$ cat src/rtl/uart_rx_pkg.sv
package uart_rx_pkg;
  localparam int unsigned CHAR_W = 8;

  typedef struct packed {
    logic              perr;
    logic [CHAR_W-1:0] data;
  } rx_entry_t;
endpackage

$ cat src/rtl/rx_char_queue.sv
module rx_char_queue
  import uart_rx_pkg::*;
#(
  parameter int unsigned DEPTH = 16
) (
  input  logic              clk,
  input  logic              rst_n,
  input  logic              push_req,
  input  rx_entry_t         push_ent,
  output logic              has_room,
  input  logic              pop_req,
  output logic [CHAR_W-1:0] pop_data,
  output logic              not_empty,
  output logic              drop_evt,
  output logic              head_perr_evt
);
  localparam int unsigned PTR_W = (DEPTH > 1) ? $clog2(DEPTH) : 1;
  localparam int unsigned CNT_W = $clog2(DEPTH + 1);
  localparam logic [CNT_W-1:0] FULL_CNT = CNT_W'(DEPTH);
  localparam logic [PTR_W-1:0] LAST_PTR = PTR_W'(DEPTH - 1);

  rx_entry_t        store [DEPTH];
  logic [PTR_W-1:0] wr_ptr, rd_ptr, rd_ptr_nx;
  logic [CNT_W-1:0] count;
  logic             full, empty, do_push, do_pop;

  assign full      = (count == FULL_CNT);
  assign empty     = (count == '0);
  assign has_room  = !full;
  assign not_empty = !empty;
  assign do_push   = push_req && !full;
  assign do_pop    = pop_req && !empty;
  assign drop_evt  = push_req && full;
  assign rd_ptr_nx = (rd_ptr == LAST_PTR) ? '0 : rd_ptr + 1'b1;

  // Flag of whichever entry becomes the new head on this edge
  always_comb begin
    head_perr_evt = 1'b0;
    if (do_pop) begin
      if (count > CNT_W'(1))   head_perr_evt = store[rd_ptr_nx].perr;
      else if (do_push)        head_perr_evt = push_ent.perr;
    end else if (empty && do_push) begin
      head_perr_evt = push_ent.perr;
    end
  end

  always_ff @(posedge clk or negedge rst_n) begin
    if (!rst_n) begin
      wr_ptr   <= '0;
      rd_ptr   <= '0;
      count    <= '0;
      pop_data <= '0;
    end else begin
      if (do_push) wr_ptr <= (wr_ptr == LAST_PTR) ? '0 : wr_ptr + 1'b1;
      if (do_pop) begin
        rd_ptr   <= rd_ptr_nx;
        pop_data <= store[rd_ptr].data;
      end
      case ({do_push, do_pop})
        2'b10:   count <= count + 1'b1;
        2'b01:   count <= count - 1'b1;
        default: count <= count;
      endcase
    end
  end

  always_ff @(posedge clk) begin
    if (do_push) store[wr_ptr] <= push_ent;
  end


  no_overflow_chk: assert property (@(posedge clk) disable iff (!rst_n)
    count <= FULL_CNT);

  drop_keeps_count_chk: assert property (@(posedge clk) disable iff (!rst_n)
    (full && push_req && !pop_req) |=> (count == FULL_CNT));

  empty_read_stable_chk: assert property (@(posedge clk) disable iff (!rst_n)
    (empty && pop_req && !push_req) |=> ($stable(pop_data) && count == '0));
endmodule

$ cat src/rtl/rx_line_status.sv
module rx_line_status (
  input  logic clk,
  input  logic rst_n,
  input  logic ovr_evt,
  input  logic par_evt,
  input  logic clr_req,
  output logic ovr_flag,
  output logic par_flag
);
  always_ff @(posedge clk or negedge rst_n) begin
    if (!rst_n) begin
      ovr_flag <= 1'b0;
      par_flag <= 1'b0;
    end else if (clr_req) begin
      ovr_flag <= ovr_evt;
      par_flag <= par_evt;
    end else begin
      ovr_flag <= ovr_flag | ovr_evt;
      par_flag <= par_flag | par_evt;
    end
  end


  ovr_sets_chk: assert property (@(posedge clk) disable iff (!rst_n)
    ovr_evt |=> ovr_flag);

  par_sets_chk: assert property (@(posedge clk) disable iff (!rst_n)
    par_evt |=> par_flag);

  clear_wins_chk: assert property (@(posedge clk) disable iff (!rst_n)
    (clr_req && !ovr_evt && !par_evt) |=> (!ovr_flag && !par_flag));

  ovr_sticky_chk: assert property (@(posedge clk) disable iff (!rst_n)
    (ovr_flag && !clr_req) |=> ovr_flag);
endmodule

$ cat src/rtl/uart_rx_status_fifo.sv
module uart_rx_status_fifo
  import uart_rx_pkg::*;
#(
  parameter int unsigned DEPTH = 16
) (
  input  logic              clk,
  input  logic              rst_n,
  input  logic              in_valid,
  input  logic [CHAR_W-1:0] in_data,
  input  logic              in_perr,
  output logic              in_ready,
  input  logic              rd_req,
  output logic [CHAR_W-1:0] rd_data,
  input  logic              stat_rd,
  output logic              st_ready,
  output logic              st_overrun,
  output logic              st_parity
);
  rx_entry_t in_ent;
  logic      drop_evt, head_perr_evt;

  assign in_ent.perr = in_perr;
  assign in_ent.data = in_data;

  rx_char_queue #(.DEPTH(DEPTH)) u_queue (
    .clk           (clk),
    .rst_n         (rst_n),
    .push_req      (in_valid),
    .push_ent      (in_ent),
    .has_room      (in_ready),
    .pop_req       (rd_req),
    .pop_data      (rd_data),
    .not_empty     (st_ready),
    .drop_evt      (drop_evt),
    .head_perr_evt (head_perr_evt)
  );

  rx_line_status u_status (
    .clk      (clk),
    .rst_n    (rst_n),
    .ovr_evt  (drop_evt),
    .par_evt  (head_perr_evt),
    .clr_req  (stat_rd),
    .ovr_flag (st_overrun),
    .par_flag (st_parity)
  );


  ready_tracks_read_chk: assert property (@(posedge clk) disable iff (!rst_n)
    (!st_ready && !in_valid) |=> !st_ready);

  event_beats_clear_chk: assert property (@(posedge clk) disable iff (!rst_n)
    (stat_rd && in_valid && !in_ready) |=> st_overrun);
endmodule

$ cat config.mk
export PLATFORM = sky130hd
export DESIGN_NAME = uart_rx_status_fifo
export DESIGN_NICKNAME = d
export VERILOG_FILES = /design/src/rtl/uart_rx_pkg.sv /design/src/rtl/rx_char_queue.sv /design/src/rtl/rx_line_status.sv /design/src/rtl/uart_rx_status_fifo.sv
export SDC_FILE = /design/constraint.sdc
export NUM_CORES = 1
export LEC_CHECK = 0
export ABC_AREA = 1
export BUFFER_PORTS_ARGS = -buffer_cell sky130_fd_sc_hd__buf_2
export CAP_MARGIN = 20
export CORE_ASPECT_RATIO = 1.75
export CORE_UTILIZATION = 50
export DETAILED_ROUTE_END_ITERATION = 10
export GPL_TIMING_DRIVEN = 0
export HOLD_SLACK_MARGIN = 0.1
export PLACE_DENSITY = 0.75
export REMOVE_ABC_BUFFERS = 1
export SLEW_MARGIN = 20
export SYNTH_ARGS = -nofsm -noshare
export SYNTH_HDL_FRONTEND = slang
export SYNTH_SLANG_ARGS = --single-unit
$ cat constraint.sdc
create_clock -name clk -period 2.45 [get_ports clk]
set_input_delay 0.1225 -clock clk [delete_from_list [all_inputs] [get_ports clk]]
set_output_delay 0.1225 -clock clk [all_outputs]
set_load 0.02 [all_outputs]
# [After elaboration in Yosys (flattened, before gate mapping)]
# Memories as Yosys holds them, arrays and structs flattened. A register that Yosys moved wholly into a read port is not among the register bits.
# Cells that the tools add are included.
# W data, S select, Z words.
[totals] regBits=15 ram_bits=144 out_inout_bits=12 n_memories=1
[op_classes] addsub=4 order_cmp=1 eq_ne=5 muxes=11 bitwise_logic=2 n_reduce_logical=9
[memory_table] memory="u_queue.store" depth=16 word_bits=9 read_ports=2 rd_clocked_by_memory_dff=1 wr=1 line_no="rx_char_queue.sv:22" rtl="rx_entry_t store [DEPTH];"
[op_table] op="$pmux W5 S2" n=1
[op_table] op="$add A4 B1 Y4 const B" n=2
[op_table] op="$eq A4 B4 Y1 const B" n=2
[op_table] op="$mux W1" n=8
[op_table] op="$mux W4" n=2
[op_table] op="$add A5 B1 Y5 const B" n=1
[op_table] op="$eq A5 B5 Y1 const B" n=1
[op_table] op="$gt A5 B1 Y1 const B" n=1
[op_table] op="$logic_not A5 Y1" n=1
[op_table] op="$sub A5 B1 Y5 const B" n=1
[op_table] op="$logic_and A1 B1 Y1" n=4
[op_table] op="$logic_not A1 Y1" n=3
[op_table] op="$eq A2 B1 Y1 const B" n=1
[op_table] op="$eq A2 B2 Y1 const B" n=1
[op_table] op="$or A1 B1 Y1" n=2
[op_table] op="$reduce_bool A2 Y1" n=1

# [Logic depth before layout (Yosys ltp)]
# Gate-level depths: netlist of the first run.
[depth] depth_word=8 depth_mapped=15 depth_no_buf=14

# [Modules after synthesis]
# A second synthesis of the first run with hierarchy kept.
[hier_totals] hier_cells=580 hier_area_um2=6969.2
[by_module_without_submodules] mod="rx_char_queue" n_inst=1 cells_per_inst=571 area_per_inst_um2=6892.9 seq_area_each_um2=4849.7
[by_module_without_submodules] mod="rx_line_status" n_inst=1 cells_per_inst=9 area_per_inst_um2=76.3 seq_area_each_um2=50.0

# [Worst setup path after synthesis of the first run]
# Ideal clock, no wire load.
[synth_path] path_kind="register -> register" from="register u_queue.count[0]" to="register u_queue.count[4]" arrival_ns=1.999 required_ns=2.332 setup_slack_ns=0.333 path_stages_with_launch=13 n_path_buf=1 period_less_slack_ns=2.117 path_cell_list="dfrtp_1 inv_1 ha_1 nand2_4 nand2_4 inv_2 buf_6 ha_1 nor2_1 o21ai_0 a21oi_1 xor2_1 inv_1"
[synth_via] elab_chain_cells=5
[synth_rtl] element="start: declaration" line_no="rx_char_queue.sv:24" rtl="logic [CNT_W-1:0] count;"
[synth_rtl] element="start signal: assignment" line_no="rx_char_queue.sv:60" rtl="2'b10: count <= count + 1'b1;"
[synth_rtl] element="start signal: assignment" line_no="rx_char_queue.sv:61" rtl="2'b01: count <= count - 1'b1;"
[synth_rtl] element="start signal: assignment" line_no="rx_char_queue.sv:62" rtl="default: count <= count;"
[synth_rtl] element="$logic_not A5 Y1 (*)" line_no="rx_char_queue.sv:28" rtl="assign empty = (count == '0);"
[synth_rtl] element="$logic_not A1 Y1 (*)"
[synth_rtl] element="via st_ready" line_no="uart_rx_status_fifo.sv:15" rtl="output logic st_ready,"
[synth_rtl] element="$logic_and A1 B1 Y1 (*)" line_no="rx_char_queue.sv:32" rtl="assign do_pop = pop_req && !empty;"
[synth_rtl] element="$eq A2 B1 Y1 or $eq A2 B2 Y1 (tied branches)" line_no="rx_char_queue.sv:59" rtl="case ({do_push, do_pop})"
[synth_rtl] element="$pmux W5 S2 or $reduce_bool A2 Y1 (tied branches)"
# The timed path passes the listed nets; every way through them passes the cells marked *.
# A chain may end at the register's enable or synchronous reset.

# [Final worst setup path of the first run]
[layout_path] from="register u_queue.count[1]" to="memory u_queue.store[1][7] (netlist bit) (enable)"
[layout_via] elab_chain_cells=5
[layout_rtl] element="$eq A5 B5 Y1" line_no="rx_char_queue.sv:27" rtl="assign full = (count == FULL_CNT);"
[layout_rtl] element="$logic_not A1 Y1" line_no="rx_char_queue.sv:31" rtl="assign do_push = push_req && !full;"
[layout_rtl] element="$logic_and A1 B1 Y1" line_no="rx_char_queue.sv:31"
[layout_rtl] element="$mux W1" line_no="rx_char_queue.sv:68" rtl="if (do_push) store[wr_ptr] <= push_ent;"
[layout_rtl] element="$mux W1 (not written as such)" line_no="rx_char_queue.sv:68"
[layout_rtl] element="end: declaration" line_no="rx_char_queue.sv:22"
# No other way between the ends.

==> reports/qor.yml, run 1 <==
hold_path_depth: 1
htreeDepth: 4
die_y_um: 158
viasPerCell: 5.86
cts_tree: "yes"
num_io_pins: 26
syn_area_per_cell_sq_um: 12.1
dp.cells: 751
timing.max_cap.violations: 0
grt_pass1_vias: 4581
final_area_sq_um: 7970
vdd_drop_max_mv: 0.594
min_period_over_period_pct: 95.8
max_slew_margin_pct: 51.5
synth_top_family_by_area: "simple AND/OR/NAND/NOR gates"
synth-seq-cells: 167
p_leak_nw: 2.81
p_comb_share_pct: 30.8
layout.nets: 629
yosysUniqueCellTypes: 31
power_switching_w: 0.00343
dp_hpwl_um: 9160
cp.required_ps: 2500
crit_chain: "inv_1, ha_2, nand3_2, nand2_1, inv_2, nand2_1, nor2_2"
core-area_sq_um: 13500
dr.pass1.iters: 8
insertion_delay_ps: 420
hold_path_class: "in2reg"
grt-ovfl-total: 0
syn_area_sq_um: 6980
status: "completed"
clock_sinks: 167
antenna_found_initial: 0
ys.warnings.count: 0
synthSimpleGateAreaFrac_pct: 12.8
p_per_area_nw_per_um2: 1200
grt_max_degree: 74
slew_viol_final: 0
wire_per_inst_um: 20.0
p_int_w: 0.00616
synth_seq_area_share_pct: 70.2
worstPathArrival_ps: 2400
area_delta_synth_final_pct: 14.2
mostFrequentLayoutCells: "edfxtp_1, nor2_1, o21ai_0, nand3_1, nand2_1"
path_class: "reg2reg"
fp.dieArea_sq_um: 14500
instances_no_fill: 792
setup_viol: 0
synth_compound_area_share_pct: 10.1
rows: 56
synth_fa_ha_area_share_pct: 1.79
grt_pass1_wl_um: 23500
crit_path_end_kind: "register"
numPortBuffers: 25
synth_mux_area_share_pct: 0
pwr-share-seq_pct: 41.1
clockRootBuffer: "clkbuf_16"
clock.fmax_mhz: 426
ant_nets: 0
synthArstFlopShare_pct: 13.8
worstMarginPinSlew_ps: 727
synth_flop_cell: "edfxtp_1"
cts_buffer_depth: 2
cts.clk_slew.worst_paths_ps: 60
diodes: 0
first_iter_violations: 492
sw_frac_of_total_pct: 35.7
fin_skew_ps: 9.04
finalCriticalPeriod_ps: 2350
finalCoreUtilization_pct: 58.9
place_area_sq_um: 7200
gp_congestion: 0.818
layout_commonest_cell: "edfxtp_1"
synth_xor_xnor_area_share_pct: 0.753
slowest_stage: "nor2_2"
start_util_pct: 51.6
crit_top_cell: "nand2_1"
vias: 4645
syn_inst: 576
clockPowerShare_pct: 28.1
finalHoldViolCount: 0
drc: 0
start_kind: "register"
cts_inserted_buffers: 17
wl_um: 15800
synth_edf_count: 144
die_w_um: 91.3
track_usage_pct: 22.4
worstRegToRegCells: 7
critPathMaxFanout: 9
layout-drive-gt1-share_pct: 14.4
critPathMaxStageDelay_ps: 580
[sequential cells by signal, summed over array words and instances, names as in the netlist]
signal             flops
u_queue.store        144
u_status.ovr_flag      1
u_queue.rd_ptr         4
u_queue.wr_ptr         4
u_queue.pop_data       8
u_queue.count          5
u_status.par_flag      1
[metrics by stage]
stage | total power, W | hold slack [ps] | TNS, ps | setup WS, ps
2_1_floorplan | 0.00573 | -173 | -1490 | -320
3_3_place_gp | 0.00651 | 134 | -19250 | -1650
3_5_place_dp | 0.00674 | 138 | -11870 | -148
4_1_cts | 0.00944 | 102 | -5590 | -125
5_1_grt | 0.0100 | 104 | -13.8 | -13.8
6_report | 0.00959 | 102 | 0 | 102
[synth_stat cells, types with 5 or more instances]
cell	count	area, sq um
a31oi_1	8	50.1
buf_2	11	55.1
buf_4	6	45.0
dfrtp_1	23	576
edfxtp_1	144	4320
ha_1	10	125
inv_1	28	105
inv_2	5	18.8
nand2_1	35	131
nand3_1	40	200
nor2_1	125	469
o211ai_1	32	240
o21ai_0	50	250
o21ai_1	28	140
[final timing paths]
path / from / to / slack [ps]
max: u_queue.count[1]$_DFFE_PN0P_ / u_queue.store[1][7]$_DFFE_PP_ / 100
min: in_data[1] / u_queue.store[2][1]$_DFFE_PP_ / 100
max reg2reg: u_queue.count[1]$_DFFE_PN0P_ / u_queue.store[1][7]$_DFFE_PP_ / 100
min reg2reg: u_status.par_flag$_DFF_PN0_ / u_status.par_flag$_DFF_PN0_ / 510
max in group asynchronous: rst_n / u_queue.rd_ptr[0]$_DFFE_PN0N_ / 1830
min in group asynchronous: rst_n / u_queue.count[2]$_DFFE_PN0P_ / 210
[power groups by stage]
stage / registers (W) / clock network (W) / logic, W
after CTS: 0.00399 / 0.00269 / 0.00276
final: 0.00394 / 0.00270 / 0.00295
after floorplan: 0.00405 / 0 / 0.00168
after global placement: 0.00415 / 0 / 0.00236
after global routing: 0.00398 / 0.00281 / 0.00325
after detailed placement: 0.00405 / 0 / 0.00269
[critical path: cells and delay by family, from the launching register on]
kind                     cells  cell delay, ps
AND/OR/NAND/NOR              4            1080
flip-flops                   1             410
buffers and inverters        2             270
adder cells (fa/ha/maj)      1             220
[per-layer routing]
| metal | vias up | share of wire [%] | wire (um) | global-route usage [%] |
|---|---|---|---|---|
| met5 | - | 0 | 0 | 0 |
| met3 | 47 | 5.6 | 889 | 4.20 |
| met1 | 2276 | 37 | 5800 | 23.6 |
| li1 | 2108 | - | - | - |
| met4 | 0 | 4.1 | 651 | 13.9 |
| met2 | 214 | 54 | 8470 | 41.1 |
[layout make-up]
type                       instances  area, sq um
clock buffer                      24          472
multi-input combinational        350         1840
tap                              174          218
clock inverter                     8          126
sequential                       167         4910
timing repair buffer              36          273
fill                            1013         5550
inverter                          33          131
[what timing repair did]
item | in CTS | in global routing
hold buffers | 8 | 0
pin swaps | 0 | 0
hold endpoints to repair | 69 | 0
resized for setup | 9 | 16
endpoints found under the setup margin | 135 | 91
setup buffers | 0 | 1
cloned | 0 | 0
[cell families after synthesis]
group	count (synthesis)
xor+xnor	6
simple gates	212
compound gates	122
buf+inv	59
fa+ha+maj	10
flops	167
(Power assumes the default switching activity.)
==> run 2: changes to the inputs <==
--- a/config.mk
+++ b/config.mk
@@ -5,10 +5,11 @@
 export SDC_FILE = /design/constraint.sdc
 export NUM_CORES = 1
 export LEC_CHECK = 0
-export ABC_AREA = 1
+export ABC_AREA = 0
 export BUFFER_PORTS_ARGS = -buffer_cell sky130_fd_sc_hd__buf_2
 export CAP_MARGIN = 20
 export CORE_ASPECT_RATIO = 1.75
+export CORE_MARGIN = 3
 export CORE_UTILIZATION = 50
 export DETAILED_ROUTE_END_ITERATION = 10
 export GPL_TIMING_DRIVEN = 0
==> reports/qor.yml, run 2 <==
critPathMaxStageDelay_ps: 640  # +60 ps
synthArstFlopShare_pct: 13.8  # unchanged
synth_area_leader_cell: "edfxtp_1"
clock_sinks: 167  # unchanged
synth.most_common_cell: "edfxtp_1"
path_class: "reg2reg"
p_comb_share_pct: 28.7  # -2.1 points
power_switching_w: 0.00288  # -16%
yosys-top-cells-area: "edfxtp_1, dfrtp_1, mux4_2"
insertion_delay_ps: 430  # about the same
worst_hold_slack_ps: 147  # +44.9 ps
finalCriticalPeriod_ps: 2480  # +132 ps
start_kind: "register"
htreeDepth: 4  # unchanged
finalCoreUtilization_pct: 59.8  # +0.92 points
crit_path_end_kind: "register"
min_period_over_period_pct: 101  # +5.4 points
syn_inst: 344  # -40%
yosysTopAreaCellShare_pct: 62.7  # +0.79 points
layout.nets: 419  # -33%
grt_pass1_vias: 3590  # -22%
start_util_pct: 51.2  # -0.38 points
p_leak_nw: 2.79  # -0.58%
layout-drive-gt1-share_pct: 30.6  # +16 points
core-area_sq_um: 13500  # -0.52%
place_area_sq_um: 7220  # +0.30%
pwr-share-seq_pct: 42.8  # +1.7 points
yosysUniqueCellTypes: 41  # +32%
synthSimpleGateAreaFrac_pct: 3.72  # -9.1 points
layout_commonest_cell: "edfxtp_1"
p_int_w: 0.00642  # +4.1%
diodes: 0  # unchanged
drc: 0  # unchanged
worstPathArrival_ps: 2530  # +130 ps
status: "finished with violations"
critPathMaxFanout: 11  # +2
grt-ovfl-total: 0  # unchanged
largest_reg_flops: 144  # unchanged
first_iter_violations: 359  # -27%
worstMarginPinSlew_ps: 906  # +180 ps
gp_congestion: 0.739  # -9.7%
hold_path_class: "in2reg"
synth_common_cells: "edfxtp_1, mux4_2, dfrtp_1"
synth_flop_cell: "edfxtp_1"
rsz0062_at_grt: "true"
syn_area_per_cell_sq_um: 20.0  # +65%
setup_ws_ps: -30.0  # -132 ps
synth_compound_area_share_pct: 2.20  # -7.9 points
dp_hpwl_um: 8660  # -5.5%
regMostFlops: "u_queue.store"
cts_tree: "yes"
syn_area_sq_um: 6890  # -1.3%
wl_um: 14000  # -11%
cts_inserted_buffers: 17  # unchanged
fin_tns_setup_ps: -328  # -328 ps
die_w_um: 94.7  # +3.8%
num_io_pins: 26  # unchanged
vdd_drop_max_mv: 0.616  # +3.7%
reg_top3: "u_queue.store (144), u_queue.pop_data (8), u_queue.count (5)"
finalHoldViolCount: 0  # unchanged
cts_buffer_depth: 2  # unchanged
setup_viol: 15  # +15
clock.fmax_mhz: 403  # -5.3%
track_usage_pct: 20.0  # -2.4 points
vias: 3498  # -25%
grt_max_degree: 32  # -57%
synth_fa_ha_area_share_pct: 1.82  # +0.023 points
synth_edf_count: 144  # unchanged
fp.dieArea_sq_um: 15300  # +5.7%
cp.required_ps: 2500  # about the same
slew_viol_final: 0  # unchanged
final_area_sq_um: 8050  # +1.0%
die_y_um: 161  # +1.9%
mostFrequentLayoutCells: "edfxtp_1, mux4_2, buf_2, dfrtp_1, mux4_1"
ant_nets: 0  # unchanged
cts.clk_slew.worst_paths_ps: 70  # about the same
viasPerCell: 6.01  # +2.5%
instances_no_fill: 582  # -27%
numPortBuffers: 25  # unchanged
synth_top_family_by_area: "multiplexers"
area_delta_synth_final_pct: 16.8
dp.cells: 535  # -29%
violations: "setup timing"
max_slew_margin_pct: 39.6  # -12 points
synth-seq-cells: 167  # unchanged
fin_skew_ps: 14.4  # +5.40 ps
synth_mux_area_share_pct: 17.6  # +18 points
clockPowerShare_pct: 28.5  # +0.4 points
p_per_area_nw_per_um2: 1150  # -4.0%
antenna_found_initial: 0  # unchanged
timing.max_cap.violations: 0  # unchanged
rows: 56  # unchanged
crit_chain: "inv_1, ha_1, a31oi_4, nand2_1, nor2_2"
synth_xor_xnor_area_share_pct: 0.890  # +0.14 points
synth_seq_area_share_pct: 71.1  # +0.89 points
dr.pass1.iters: 5  # -3
slowest_stage: "nor2_2"
clockRootBuffer: "clkbuf_16"
grt_pass1_wl_um: 21500  # -8.6%
ys.warnings.count: 0  # unchanged
sw_frac_of_total_pct: 31.0  # -4.7 points
wire_per_inst_um: 24.1  # +21%
[run 2: cell count changes after synthesis, sizes merged, moves of 10 or more]
cell / previous run / this run
buf: 22 / 12
nand2: 38 / 13
nor2: 128 / 19
o211ai: 32 / 0
o21ai: 78 / 5
inv: 33 / 9
mux2: 0 / 10
mux4: 0 / 44
nand3: 42 / 7
[run 2: area by class of cell]
type	instances	area, sq um
timing repair buffer	49	375
clock inverter	15	163
sequential	167	4910
tap	174	218
fill	966	5400
clock buffer	17	425
multi-input combinational	151	1930
inverter	9	33.8
[run 2: metal layers]
layer / GRT usage, % / share of wire [%] / wire, um / vias up
met4: 8.94 / 2.6 / 365 / 0
met5: 0 / 0 / 0 / -
met1: 25.0 / 38 / 5270 / 1799
met3: 4.10 / 5.1 / 715 / 33
met2: 33.2 / 55 / 7680 / 156
li1: - / - / - / 1510
[run 2: worst max-delay path, delay by kind of cell (launching register included)]
family	cells	cell delay [ps]
simple gates	2	940
flops	1	470
compound gates	1	340
fa+ha+maj	1	260
buf+inv	1	100
[run 2: timing repair]
action / 4_1_cts / 5_1_grt
pin swaps: 0 / 2
endpoints found under the setup margin: 150 / 99
hold endpoints to repair: 169 / 0
setup buffers: 0 / 3
gates resized for setup: 13 / 12
hold buffers: 12 / 0
[run 2: kinds of logic after synthesis]
logic type / after synthesis
adder cells (fa/ha/maj): 10
AND/OR/NAND/NOR: 56
XOR/XNOR: 7
buffers and inverters: 26
flip-flops: 167
AO/OA/AOI/OAI: 23
multiplexers: 55
[run 2: through the flow]
| step | total power (W) | setup slack, ps |
|---|---|---|
| after floorplan | 0.00569 | -294 |
| after global placement | 0.00632 | -1190 |
| after detailed placement | 0.00656 | -734 |
| after CTS | 0.00929 | -22.5 |
| after global routing | 0.00970 | -143 |
| final | 0.00930 | -30.0 |
[run 2: final timing paths]
path,cells after the start,to,from,slack [ps]
max in group asynchronous,2,u_queue.rd_ptr[0]$_DFFE_PN0N_,rst_n,1720
max reg2reg,5,u_queue.store[6][0]$_DFFE_PP_,u_queue.count[0]$_DFFE_PN0P_,-30
max,5,u_queue.store[6][0]$_DFFE_PP_,u_queue.count[0]$_DFFE_PN0P_,-30
min,4,u_status.par_flag$_DFF_PN0_,rd_req,150
min in group asynchronous,2,u_queue.pop_data[0]$_DFFE_PN0N_,rst_n,250
min reg2reg,1,u_queue.pop_data[7]$_DFFE_PN0N_,u_queue.pop_data[7]$_DFFE_PN0N_,510
[run 2: power groups by stage]
| stage | combinational [W] | clock (W) | sequential, W |
|---|---|---|---|
| after floorplan | 0.00165 | 0 | 0.00405 |
| after global placement | 0.00218 | 0 | 0.00414 |
| after detailed placement | 0.00257 | 0 | 0.00400 |
| after CTS | 0.00265 | 0.00269 | 0.00396 |
| after global routing | 0.00286 | 0.00280 | 0.00405 |
| final | 0.00267 | 0.00265 | 0.00398 |
